### config.mk
export PLATFORM = sky130hd
export DESIGN_NAME = cq_ptr_mgr
export DESIGN_NICKNAME = d
export VERILOG_FILES = /design/src/rtl/cq_pkg.sv /design/src/rtl/cq_ctrl_regs.sv /design/src/rtl/cq_queue.sv /design/src/rtl/cq_ptr_mgr.sv
export SDC_FILE = /design/constraint.sdc
export NUM_CORES = 1
export LEC_CHECK = 0
export BUFFER_PORTS_ARGS = -buffer_cell sky130_fd_sc_hd__buf_2
export CAP_MARGIN = 10
export CORE_UTILIZATION = 50
export DETAILED_ROUTE_END_ITERATION = 8
export PLACE_DENSITY = 0.7
export SLEW_MARGIN = 30
export SYNTH_ARGS = -nofsm -noshare
export SYNTH_HDL_FRONTEND = slang
export SYNTH_SLANG_ARGS = --single-unit
export TNS_END_PERCENT = 50
### constraint.sdc
create_clock -name clk -period 6.5 [get_ports clk]
set_input_delay 0.325 -clock clk [delete_from_list [all_inputs] [get_ports clk]]
set_output_delay 0.325 -clock clk [all_outputs]
set_load 0.01 [all_outputs]
### src/rtl/cq_pkg.sv
package cq_pkg;
  localparam int CQ_NQ     = 4;
  localparam int CQ_CODE_W = 5;

  typedef enum logic [1:0] {
    RING_IN_FREE  = 2'd0,
    RING_IN_POST  = 2'd1,
    RING_OUT_POST = 2'd2,
    RING_OUT_FREE = 2'd3
  } ring_id_e;

  // bytes in one ring region
  function automatic logic [31:0] cq_region_size(input logic [CQ_CODE_W-1:0] code,
                                                 input int unsigned shift);
    return 32'(code) << shift;
  endfunction

  // first byte offset of ring q relative to the base
  function automatic logic [31:0] cq_region_start(input logic [CQ_CODE_W-1:0] code,
                                                  input int unsigned q,
                                                  input int unsigned shift);
    return 32'(q) * cq_region_size(code, shift);
  endfunction

  // one entry forward, folding back to the region start at the region end
  function automatic logic [31:0] cq_step(input logic [31:0] ptr,
                                          input logic [31:0] start,
                                          input logic [31:0] size);
    logic [31:0] nxt;
    nxt = ptr + 32'd4;
    return (nxt >= start + size) ? start : nxt;
  endfunction
endpackage

### src/rtl/cq_ctrl_regs.sv
module cq_ctrl_regs #(
  parameter int CODE_W    = 5,
  parameter int BASE_KEEP = 12
) (
  input  logic                 clk,
  input  logic                 rst_n,
  input  logic                 we_ctrl,
  input  logic                 we_base,
  input  logic [CODE_W:0]      ctrl_wdata,
  input  logic [BASE_KEEP-1:0] base_wdata,
  output logic                 en,
  output logic [CODE_W-1:0]    code,
  output logic [BASE_KEEP-1:0] base_hi
);
  always_ff @(posedge clk or negedge rst_n) begin
    if (!rst_n) begin
      en      <= 1'b0;
      code    <= '0;
      base_hi <= '0;
    end else begin
      if (we_ctrl) begin
        en   <= ctrl_wdata[0];
        code <= ctrl_wdata[CODE_W:1];
      end
      if (we_base) base_hi <= base_wdata;
    end
  end

  AST_CTRL_HOLDS: assert property (@(posedge clk) disable iff (!rst_n)
    !we_ctrl |=> $stable(en) && $stable(code));
  AST_BASE_HOLDS: assert property (@(posedge clk) disable iff (!rst_n)
    !we_base |=> $stable(base_hi));
endmodule

### src/rtl/cq_queue.sv
module cq_queue
  import cq_pkg::*;
#(
  parameter int   Q          = 0,
  parameter int   CODE_W     = 5,
  parameter int   PTR_W      = 21,
  parameter int   UNIT_SHIFT = 14,
  parameter logic HW_ON_HEAD = 1'b0
) (
  input  logic              clk,
  input  logic              rst_n,
  input  logic              run,
  input  logic [CODE_W-1:0] code,
  input  logic              we_head,
  input  logic              we_tail,
  input  logic [PTR_W-1:0]  wval,
  input  logic              hw_adv,
  output logic [PTR_W-1:0]  head,
  output logic [PTR_W-1:0]  tail,
  output logic [PTR_W-1:0]  hw_ptr,
  output logic              empty,
  output logic              full,
  output logic              err_q,
  output logic              acc_q
);
  logic [31:0] start32, size32, head_step32, hw_next32;
  logic        blocked, hw_we, acc, refuse;

  always_comb begin
    start32     = cq_region_start(code, Q, UNIT_SHIFT);
    size32      = cq_region_size(code, UNIT_SHIFT);
    head_step32 = cq_step(32'(head), start32, size32);
  end

  assign empty = (head == tail);
  assign full  = (code != '0) && (head_step32 == 32'(tail));

  generate
    if (HW_ON_HEAD) begin : g_head_side
      assign blocked   = full;
      assign hw_ptr    = head;
      assign hw_we     = we_head;
      assign hw_next32 = head_step32;
    end else begin : g_tail_side
      assign blocked   = empty;
      assign hw_ptr    = tail;
      assign hw_we     = we_tail;
      assign hw_next32 = cq_step(32'(tail), start32, size32);
    end
  endgenerate

  assign acc    = hw_adv && run && !blocked;
  assign refuse = hw_adv && run && blocked;

  always_ff @(posedge clk or negedge rst_n) begin
    if (!rst_n) begin
      head  <= '0;
      tail  <= '0;
      err_q <= 1'b0;
      acc_q <= 1'b0;
    end else begin
      if (we_head)                head <= wval;
      else if (acc && HW_ON_HEAD) head <= PTR_W'(hw_next32);
      if (we_tail)                 tail <= wval;
      else if (acc && !HW_ON_HEAD) tail <= PTR_W'(hw_next32);
      err_q <= refuse;
      acc_q <= acc;
    end
  end

  AST_STEP_OR_WRAP: assert property (@(posedge clk) disable iff (!rst_n)
    acc && !hw_we |=> (hw_ptr == $past(hw_ptr) + PTR_W'(4)) ||
                      (32'(hw_ptr) == $past(start32)));
  AST_REFUSED_HOLDS: assert property (@(posedge clk) disable iff (!rst_n)
    hw_adv && !acc && !hw_we |=> $stable(hw_ptr));
  AST_ERR_NEEDS_RUN: assert property (@(posedge clk) disable iff (!rst_n)
    err_q |-> $past(run && hw_adv));
  AST_ERR_ACC_EXCL: assert property (@(posedge clk) disable iff (!rst_n)
    !(err_q && acc_q));
endmodule

### src/rtl/cq_ptr_mgr.sv
module cq_ptr_mgr
  import cq_pkg::*;
#(
  parameter int UNIT_SHIFT = 14,
  parameter int BASE_KEEP  = 12,
  parameter int ADDR_W     = 32,
  parameter int REG_AW     = 4
) (
  input  logic                     clk,
  input  logic                     rst_n,
  input  logic                     cpu_we,
  input  logic [REG_AW-1:0]        cpu_addr,
  input  logic [ADDR_W-1:0]        cpu_wdata,
  output logic [ADDR_W-1:0]        cpu_rdata,
  input  logic [CQ_NQ-1:0]         hw_adv,
  output logic [CQ_NQ*ADDR_W-1:0]  hw_addr,
  output logic [CQ_NQ-1:0]         q_empty,
  output logic [CQ_NQ-1:0]         q_full,
  output logic [CQ_NQ-1:0]         hw_err,
  output logic                     ip_post_pulse
);
  localparam int NQ       = CQ_NQ;
  localparam int CODE_W   = CQ_CODE_W;
  localparam int PTR_W    = CODE_W + UNIT_SHIFT + 2;
  localparam int LOW_ZERO = ADDR_W - BASE_KEEP;

  logic                 en, run;
  logic [CODE_W-1:0]    code;
  logic [BASE_KEEP-1:0] base_hi;
  logic                 we_ctrl, we_base;
  logic [NQ-1:0]        we_head, we_tail, acc_q;
  logic [PTR_W-1:0]     head_r [NQ];
  logic [PTR_W-1:0]     tail_r [NQ];
  logic [PTR_W-1:0]     hwp    [NQ];
  logic [PTR_W-1:0]     wval;

  assign we_ctrl = cpu_we && (cpu_addr == REG_AW'(0));
  assign we_base = cpu_we && (cpu_addr == REG_AW'(1));
  assign wval    = {cpu_wdata[PTR_W-1:2], 2'b00};
  assign run     = en && (code != '0);

  cq_ctrl_regs #(.CODE_W(CODE_W), .BASE_KEEP(BASE_KEEP)) u_ctrl (
    .clk(clk), .rst_n(rst_n), .we_ctrl(we_ctrl), .we_base(we_base),
    .ctrl_wdata(cpu_wdata[CODE_W:0]),
    .base_wdata(cpu_wdata[ADDR_W-1 -: BASE_KEEP]),
    .en(en), .code(code), .base_hi(base_hi)
  );

  generate
    for (genvar q = 0; q < NQ; q++) begin : g_ring
      assign we_head[q] = cpu_we && (cpu_addr == REG_AW'(2 + 2*q));
      assign we_tail[q] = cpu_we && (cpu_addr == REG_AW'(3 + 2*q));

      cq_queue #(
        .Q(q), .CODE_W(CODE_W), .PTR_W(PTR_W), .UNIT_SHIFT(UNIT_SHIFT),
        .HW_ON_HEAD((q == int'(RING_IN_POST)) || (q == int'(RING_OUT_FREE)))
      ) u_ring (
        .clk(clk), .rst_n(rst_n), .run(run), .code(code),
        .we_head(we_head[q]), .we_tail(we_tail[q]), .wval(wval),
        .hw_adv(hw_adv[q]), .head(head_r[q]), .tail(tail_r[q]),
        .hw_ptr(hwp[q]), .empty(q_empty[q]), .full(q_full[q]),
        .err_q(hw_err[q]), .acc_q(acc_q[q])
      );

      assign hw_addr[q*ADDR_W +: ADDR_W] = {base_hi, LOW_ZERO'(0)} + ADDR_W'(hwp[q]);
    end
  endgenerate

  assign ip_post_pulse = acc_q[RING_IN_POST];

  always_comb begin
    cpu_rdata = '0;
    if (cpu_addr == REG_AW'(0)) cpu_rdata = ADDR_W'({code, en});
    if (cpu_addr == REG_AW'(1)) cpu_rdata = {base_hi, LOW_ZERO'(0)};
    for (int q = 0; q < NQ; q++) begin
      if (cpu_addr == REG_AW'(2 + 2*q)) cpu_rdata = ADDR_W'(head_r[q]);
      if (cpu_addr == REG_AW'(3 + 2*q)) cpu_rdata = ADDR_W'(tail_r[q]);
    end
  end

  AST_POST_PULSE_SRC: assert property (@(posedge clk) disable iff (!rst_n)
    ip_post_pulse |-> $past(hw_adv[RING_IN_POST] && run));
  AST_PULSE_ONE_CYCLE: assert property (@(posedge clk) disable iff (!rst_n)
    ip_post_pulse && !hw_adv[RING_IN_POST] |=> !ip_post_pulse);
endmodule

==> run summary, run 1 <==
I/O pin total - 216
Total Routed Length - 69700 um
sequential share of the synthesized area - 26.2%
max-slew violations - 0
capturing element type of the critical path - output port
clk_skew - 0.0132 ns
fraction of layout cells with a size suffix above 1 - 20.4%
Total GRT Usage - 39.3%
Longest Clk Path Bufs - 2
worst r2r path cells - 18
Synth area leaders - dfrtp_1, mux2_2, xnor2_1
cts bufs inserted - 17
Ys Warns - 0
Ant. Diodes - 0
Routed Antenna Nets - 0
# rows - 67
Hold Crit Depth - 2
# clock sinks - 179
initial DRC count - 2195
FMAX - 0.163 GHz
Required @ worst endpoint - 6.17 ns
Root Buffer - clkbuf_16
Die H - 187 um
clock-pin transition on the worst setup and hold timing paths - 0.08 ns
first-pass GRT wire length - 103000 um
Clock Latency Late Sink - 0.46 ns
FF+latch count, synth - 179
remaining routing DRC violations - 0
placed instance count - 2522
Avg WL per Cell - 27.3 um
startpoint types - flip-flop
Netlist Area Pre-Place - 0.0171 mm^2
Post-CTS Setup Bufs - 0
syn_area_per_cell - 8.21 um^2
Slew headroom - 38.8%
P_leak - 0.00793 uW
total global routing overflow - 0
initial core utilization - 50.9%
Cell variety after synth - 91
number of fill cells - 3184
Yosys top cell area share - 26.2%
Yosys top cell by area - dfrtp_1
antenna violations before repair - 6
# setup viols final - 0
Die Wd - 187 um
core area - 0.0335 mm^2
largest net degree at the start of global routing - 109
Cells after Synth - 2081
DPL Wire Length - 51000 um
VDD IR max - 0.242 mV
RSZ-0062 raised after global routing - false
Placer Congestion - 1.01
share of synthesized registers carrying an async set or reset - 100%
H-tree depth - 4
CTS tree - built
First-pass DRT Iterations - 8
Vias/cell - 6.70
Layout Nets - 2204
outcome - finished clean
type of the worst setup path - flip-flop to output port
slew at the pin closest to its max-slew limit - 0.917 ns
Tcrit/Tclk final - 94.6%
Final Cell Area - 0.0184 mm^2
max cap viols - 0
critical path peak fanout - 15
commonest register cell after synthesis - dfrtp_1
full die area - 0.0349 mm^2
Post-synth EDFFs - 0
IO buf count - 211
area delta synth->final - 7.58%
fin cells - 2556
crit path DAT - 5.82 ns
Placed Area - 0.0177 mm^2
Min-Delay Path Class - primary input to flip-flop
P per Cell Area - 447 mW/mm^2
setup tns final - 0 ns
post-layout minimum cycle time - 6.15 ns
vias in the first global route - 15800
count of final hold-check violations - 0
vias - 17100
==> worst max-delay path, cell delays in order, from the launching register on <==
cell and delay [ns]:
dfrtp_1 0.57, ha_1 0.32, fa_1 0.40, xor2_1 0.31, ha_1 0.33, a21o_1 0.17
a21o_1 0.20, xnor2_1 0.13, ha_1 0.28, nor2b_1 0.13, o311a_1 0.43, or2_2 0.45
nor2_4 0.39, mux2i_1 0.18, or3_1 0.33, or3_1 0.37, nor3_1 0.20, buf_2 0.16
==> stage by stage <==
step	power [uW]	setup slack (ns)	util (%)	hold slack [ns]
2_1_floorplan	5390	1.31	-	0.0294
3_3_place_gp	6840	0.623	52.7	0.474
3_5_place_dp	6860	0.504	52.7	0.478
4_1_cts	8060	0.358	54.6	0.00597
5_1_grt	8630	0.00130	54.8	0.0893
6_report	8210	0.352	54.8	0.0924
==> repair_timing <==
item                                   CTS  global route
endpoints found under the hold margin    0            23
hold buffers                             0             1
resized for setup                        0             3
setup endpoints to repair                0            20
==> registers in the layout, indices dropped and copies added (netlist names) <==
register	count
g_ring.u_ring.err_q	4
u_ctrl.en	1
g_ring.u_ring.head	80
u_ctrl.base_hi	12
u_ctrl.code	5
g_ring.u_ring.hw_ptr	38
g_ring.u_ring.acc_q	1
g_ring.u_ring.tail	38
==> cell type report <==
class / count / area [um^2] / area share [%]
Clock buffer: 19 / 433 / 2.36
Clock inverter: 13 / 198 / 1.08
Inverter: 44 / 165 / 0.899
Multi-Input combinational cell: 1592 / 11100 / 60.3
Sequential cell: 179 / 4480 / 24.4
Tap cell: 448 / 561 / 3.05
Timing Repair Buffer: 261 / 1470 / 7.99
==> cell usage in the layout, fill, tap and decap left out, drive strengths merged, types with 47 or more instances in the layout <==
cell / netlist / layout
buf: 137 / 260
dfrtp: 179 / 179
nand2: 158 / 158
nor2: 145 / 145
xnor2: 123 / 123
xor2: 115 / 115
nand3: 107 / 107
a21oi: 101 / 101
mux2: 96 / 96
o21ai: 88 / 88
ha: 65 / 65
inv: 43 / 48
nor3: 47 / 47
==> cell usage after synthesis (27+ instances only) <==
cell type	count
a21oi_1	101
a222oi_1	33
a22oi_1	27
a31oi_1	34
and2_1	27
and3_1	37
buf_4	98
clkbuf_1	129
dfrtp_1	179
ha_1	65
inv_1	42
mux2_2	96
nand2_1	158
nand3_1	106
nand4_1	43
nor2_1	144
nor3_1	47
nor4_1	41
o21ai_0	88
xnor2_1	122
xor2_1	115
==> metal layers <==
layer	part of all wire (%)	wire [um]	up-vias	track usage, %
li1	-	-	7477	-
met1	41	28800	8331	54.2
met2	43	30200	1082	59.2
met3	10	7010	228	7.73
met4	5.2	3630	10	18.5
met5	0.096	67	-	0
==> cell families after synthesis <==
group / count (synthesis) / synth area share [%]
xor gates and xnor gates: 240 / 12.5
muxes: 106 / 6.91
buffers and inverters: 313 / 9.37
other: 1 / 0.0220
DFF: 179 / 26.2
adders and majority gates: 66 / 4.88
AOI/OAI and AO/OA: 441 / 17.7
and+or+nand+nor: 735 / 22.3
==> report_power, final <==
part	total [uW]	internal [uW]	switching, uW
Combinational	4650	1880	2770
Sequential	2380	1420	955
Clock	1180	654	529
Total	8210	3950	4260
==> worst paths after layout <==
path	slack, ns	startpoint	endpoint
min reg2reg	0.56	g_ring[3].u_ring.head[1]	g_ring[3].u_ring.head[1]
min	0.09	cpu_wdata[0]	u_ctrl.en
min in group asynchronous	0.30	rst_n	g_ring[2].u_ring.hw_ptr[5]
max in group asynchronous	5.24	rst_n	g_ring[0].u_ring.head[9]
max reg2reg	0.50	g_ring[1].u_ring.head[2]	g_ring[1].u_ring.head[11]
max	0.35	u_ctrl.code[1]	q_full[3]
No activity file was read; power rests on OpenSTA's default activity.
==> run 2, diff against run 1 <==
Settings changed: ABC_AREA set to 1, PLACE_DENSITY 0.7 to 0.73.
Clock period 6.5 ns to 5 ns, I/O delays scaled along.
==> run summary, run 2 <==
outcome - finished clean
Netlist Area Pre-Place - 0.0169 mm^2
Yosys top cell area share - 26.5%
H-tree depth - 4
initial DRC count - 2039
Total Power - 10200 uW
worst reg2reg endpoint - g_ring[3].u_ring.head[19]
CTS tree - built
most frequent cells after synthesis - nand2_1, inv_1, nor2_1
Clock Latency Late Sink - 0.47 ns
P per Cell Area - 546 mW/mm^2
first-pass GRT wire length - 107000 um
Worst Setup EP - q_full[3]
Ys Warns - 0
cts bufs inserted - 17
P_leak - 0.00954 uW
Die H - 186 um
commonest register cell after synthesis - dfrtp_1
FMAX - 0.203 GHz
syn_area_per_cell - 6.56 um^2
# clock sinks - 179
startpoint types - flip-flop
Cells after Synth - 2574
flop2flop setup slack - 0.27 ns
register with the most flip-flops - g_ring.u_ring.head
full die area - 0.0345 mm^2
pre-CTS setup slack - 0.0733 ns
count leader, synth - nand2_1
fraction of layout cells with a size suffix above 1 - 14.9%
remaining routing DRC violations - 0
Total Routed Length - 73800 um
area delta synth->final - 11.1%
commonest non-fill, non-tap cells in the layout - nand2_1, inv_1, nor2_1
Min-Delay Path Class - primary input to flip-flop
slew at the pin closest to its max-slew limit - 0.911 ns
max reg flops - 80
crit path launch - u_ctrl.code[2]
VDD IR max - 0.409 mV
critical path peak fanout - 8
DPL Wire Length - 57300 um
Root Buffer - clkbuf_16
Die Wd - 186 um
total global routing overflow - 0
I/O pin total - 216
capturing element type of the critical path - output port
Avg WL per Cell - 23.6 um
Worst R2R Start - u_ctrl.code[2]
worst r2r path cells - 31
# setup viols final - 0
count of final hold-check violations - 0
type of the worst setup path - flip-flop to output port
number of fill cells - 3352
post-layout minimum cycle time - 4.93 ns
sequential share of the synthesized area - 26.5%
Layout Nets - 2785
setup tns final - 0 ns
core area - 0.0329 mm^2
area of the multi-input gates - 0.0102 mm^2
slack of the critical path - 0.0744 ns
Routed Antenna Nets - 0
vias - 18700
Yosys top cell by area - dfrtp_1
Tcrit/Tclk final - 98.5%
Placed Area - 0.0178 mm^2
largest net degree at the start of global routing - 89
vias in the first global route - 17300
clk_skew - 0.0153 ns
Required @ worst endpoint - 4.75 ns
Synth area leaders - dfrtp_1, nand2_1, xor2_1
crit path DAT - 4.68 ns
antenna violations before repair - 2
IO buf count - 211
FF+latch count, synth - 179
share of synthesized registers carrying an async set or reset - 100%
Cell variety after synth - 54
Reg area - 0.00449 mm^2
initial core utilization - 51.4%
max-slew violations - 0
clock-pin transition on the worst setup and hold timing paths - 0.09 ns
Slew headroom - 38.5%
# rows - 66
Post-synth EDFFs - 0
commonest non-fill, non-tap cell in the layout - nand2_1
Total GRT Usage - 42.6%
Final Cell Area - 0.0188 mm^2
Vias/cell - 5.97
Placer Congestion - 1.05
Longest Clk Path Bufs - 2
max cap viols - 0
Hold Slack - 0.00959 ns
First-pass DRT Iterations - 6
RSZ-0062 raised after global routing - true
-- run 2: per-layer routing --
metal	wire (um)	vias up	global-route usage (%)
met5	26	-	0
met4	3970	4	22.9
li1	-	8532	-
met1	29500	8861	56.3
met2	32000	1106	64.1
met3	8180	192	10.1
-- run 2: cell families after synthesis --
kind of cell    Yosys count  synth area share, %
buf+inv                 536                 14.5
xor+xnor                179                 9.28
simple gates           1263                 32.3
compound gates          349                 12.4
flops                   179                 26.5
other cells               1               0.0222
fa+ha+maj                66                 4.93
mux                       1               0.0667
-- run 2: layout make-up --
class	instances	share of cell area, %
diodes	1	0.0133
clock buffers	17	2.27
clock inverters	15	1.00
inverters	329	6.61
multi-input cells	1863	54.3
flip-flops and latches	179	23.9
well taps	442	2.95
repair buffers	286	8.91
-- run 2: what timing repair did --
item / 4_1_cts / 5_1_grt
hold buffers: 1 / 0
pin swaps: 4 / 16
endpoints found under the hold margin: 86 / 0
endpoints found under the setup margin: 1 / 25
gates cloned: 0 / 2
gates resized for setup: 9 / 51
buffers inserted: 5 / 9
-- run 2: per-stage QoR --
stage / util, % / cells
after floorplan: - / 2577
after global placement: 54.1 / 3082
after detailed placement: 54.1 / 3082
after CTS: 56.2 / 3120
after global routing: 57.1 / 3131
final: 57.1 / 3132
-- run 2: report_power, final --
part | internal (uW) | total, uW | switching [uW]
registers | 1830 | 2700 | 869
logic | 2160 | 6080 | 3920
clock network | 720 | 1460 | 740
-- run 2: worst min-delay path by stage --
stage / slack (ns) / start / end / depth (start not counted)
6_report: 0.01 / hw_adv[0] / g_ring[0].u_ring.err_q / 3
5_1_grt: 0.004 / hw_adv[0] / g_ring[0].u_ring.err_q / 3
4_1_cts: 0.002 / hw_adv[0] / g_ring[0].u_ring.err_q / 3
3_5_place_dp: 0.35 / rst_n / g_ring[0].u_ring.hw_ptr[18] / 1
3_3_place_gp: 0.33 / rst_n / g_ring[0].u_ring.hw_ptr[18] / 1
2_1_floorplan: -0.05 / rst_n / g_ring[0].u_ring.err_q / 0
-- run 2: worst max-delay path: stages, from the launching register on --
cell	delay, ns
dfrtp_2	0.40
inv_1	0.06
ha_2	0.37
nand3_1	0.08
and2_4	0.17
xor2_2	0.15
ha_1	0.27
inv_1	0.05
or2_4	0.25
a21oi_2	0.14
xor2_1	0.08
ha_1	0.30
nand2_1	0.06
nand3b_1	0.20
nor2_1	0.13
nand3_1	0.09
nor2_2	0.18
nand3_4	0.17
buf_12	0.19
nand3b_1	0.12
nand2_2	0.08
nand2_2	0.07
nand3_2	0.08
nor2_2	0.14
nand3_2	0.11
nor2_2	0.11
buf_2	0.13
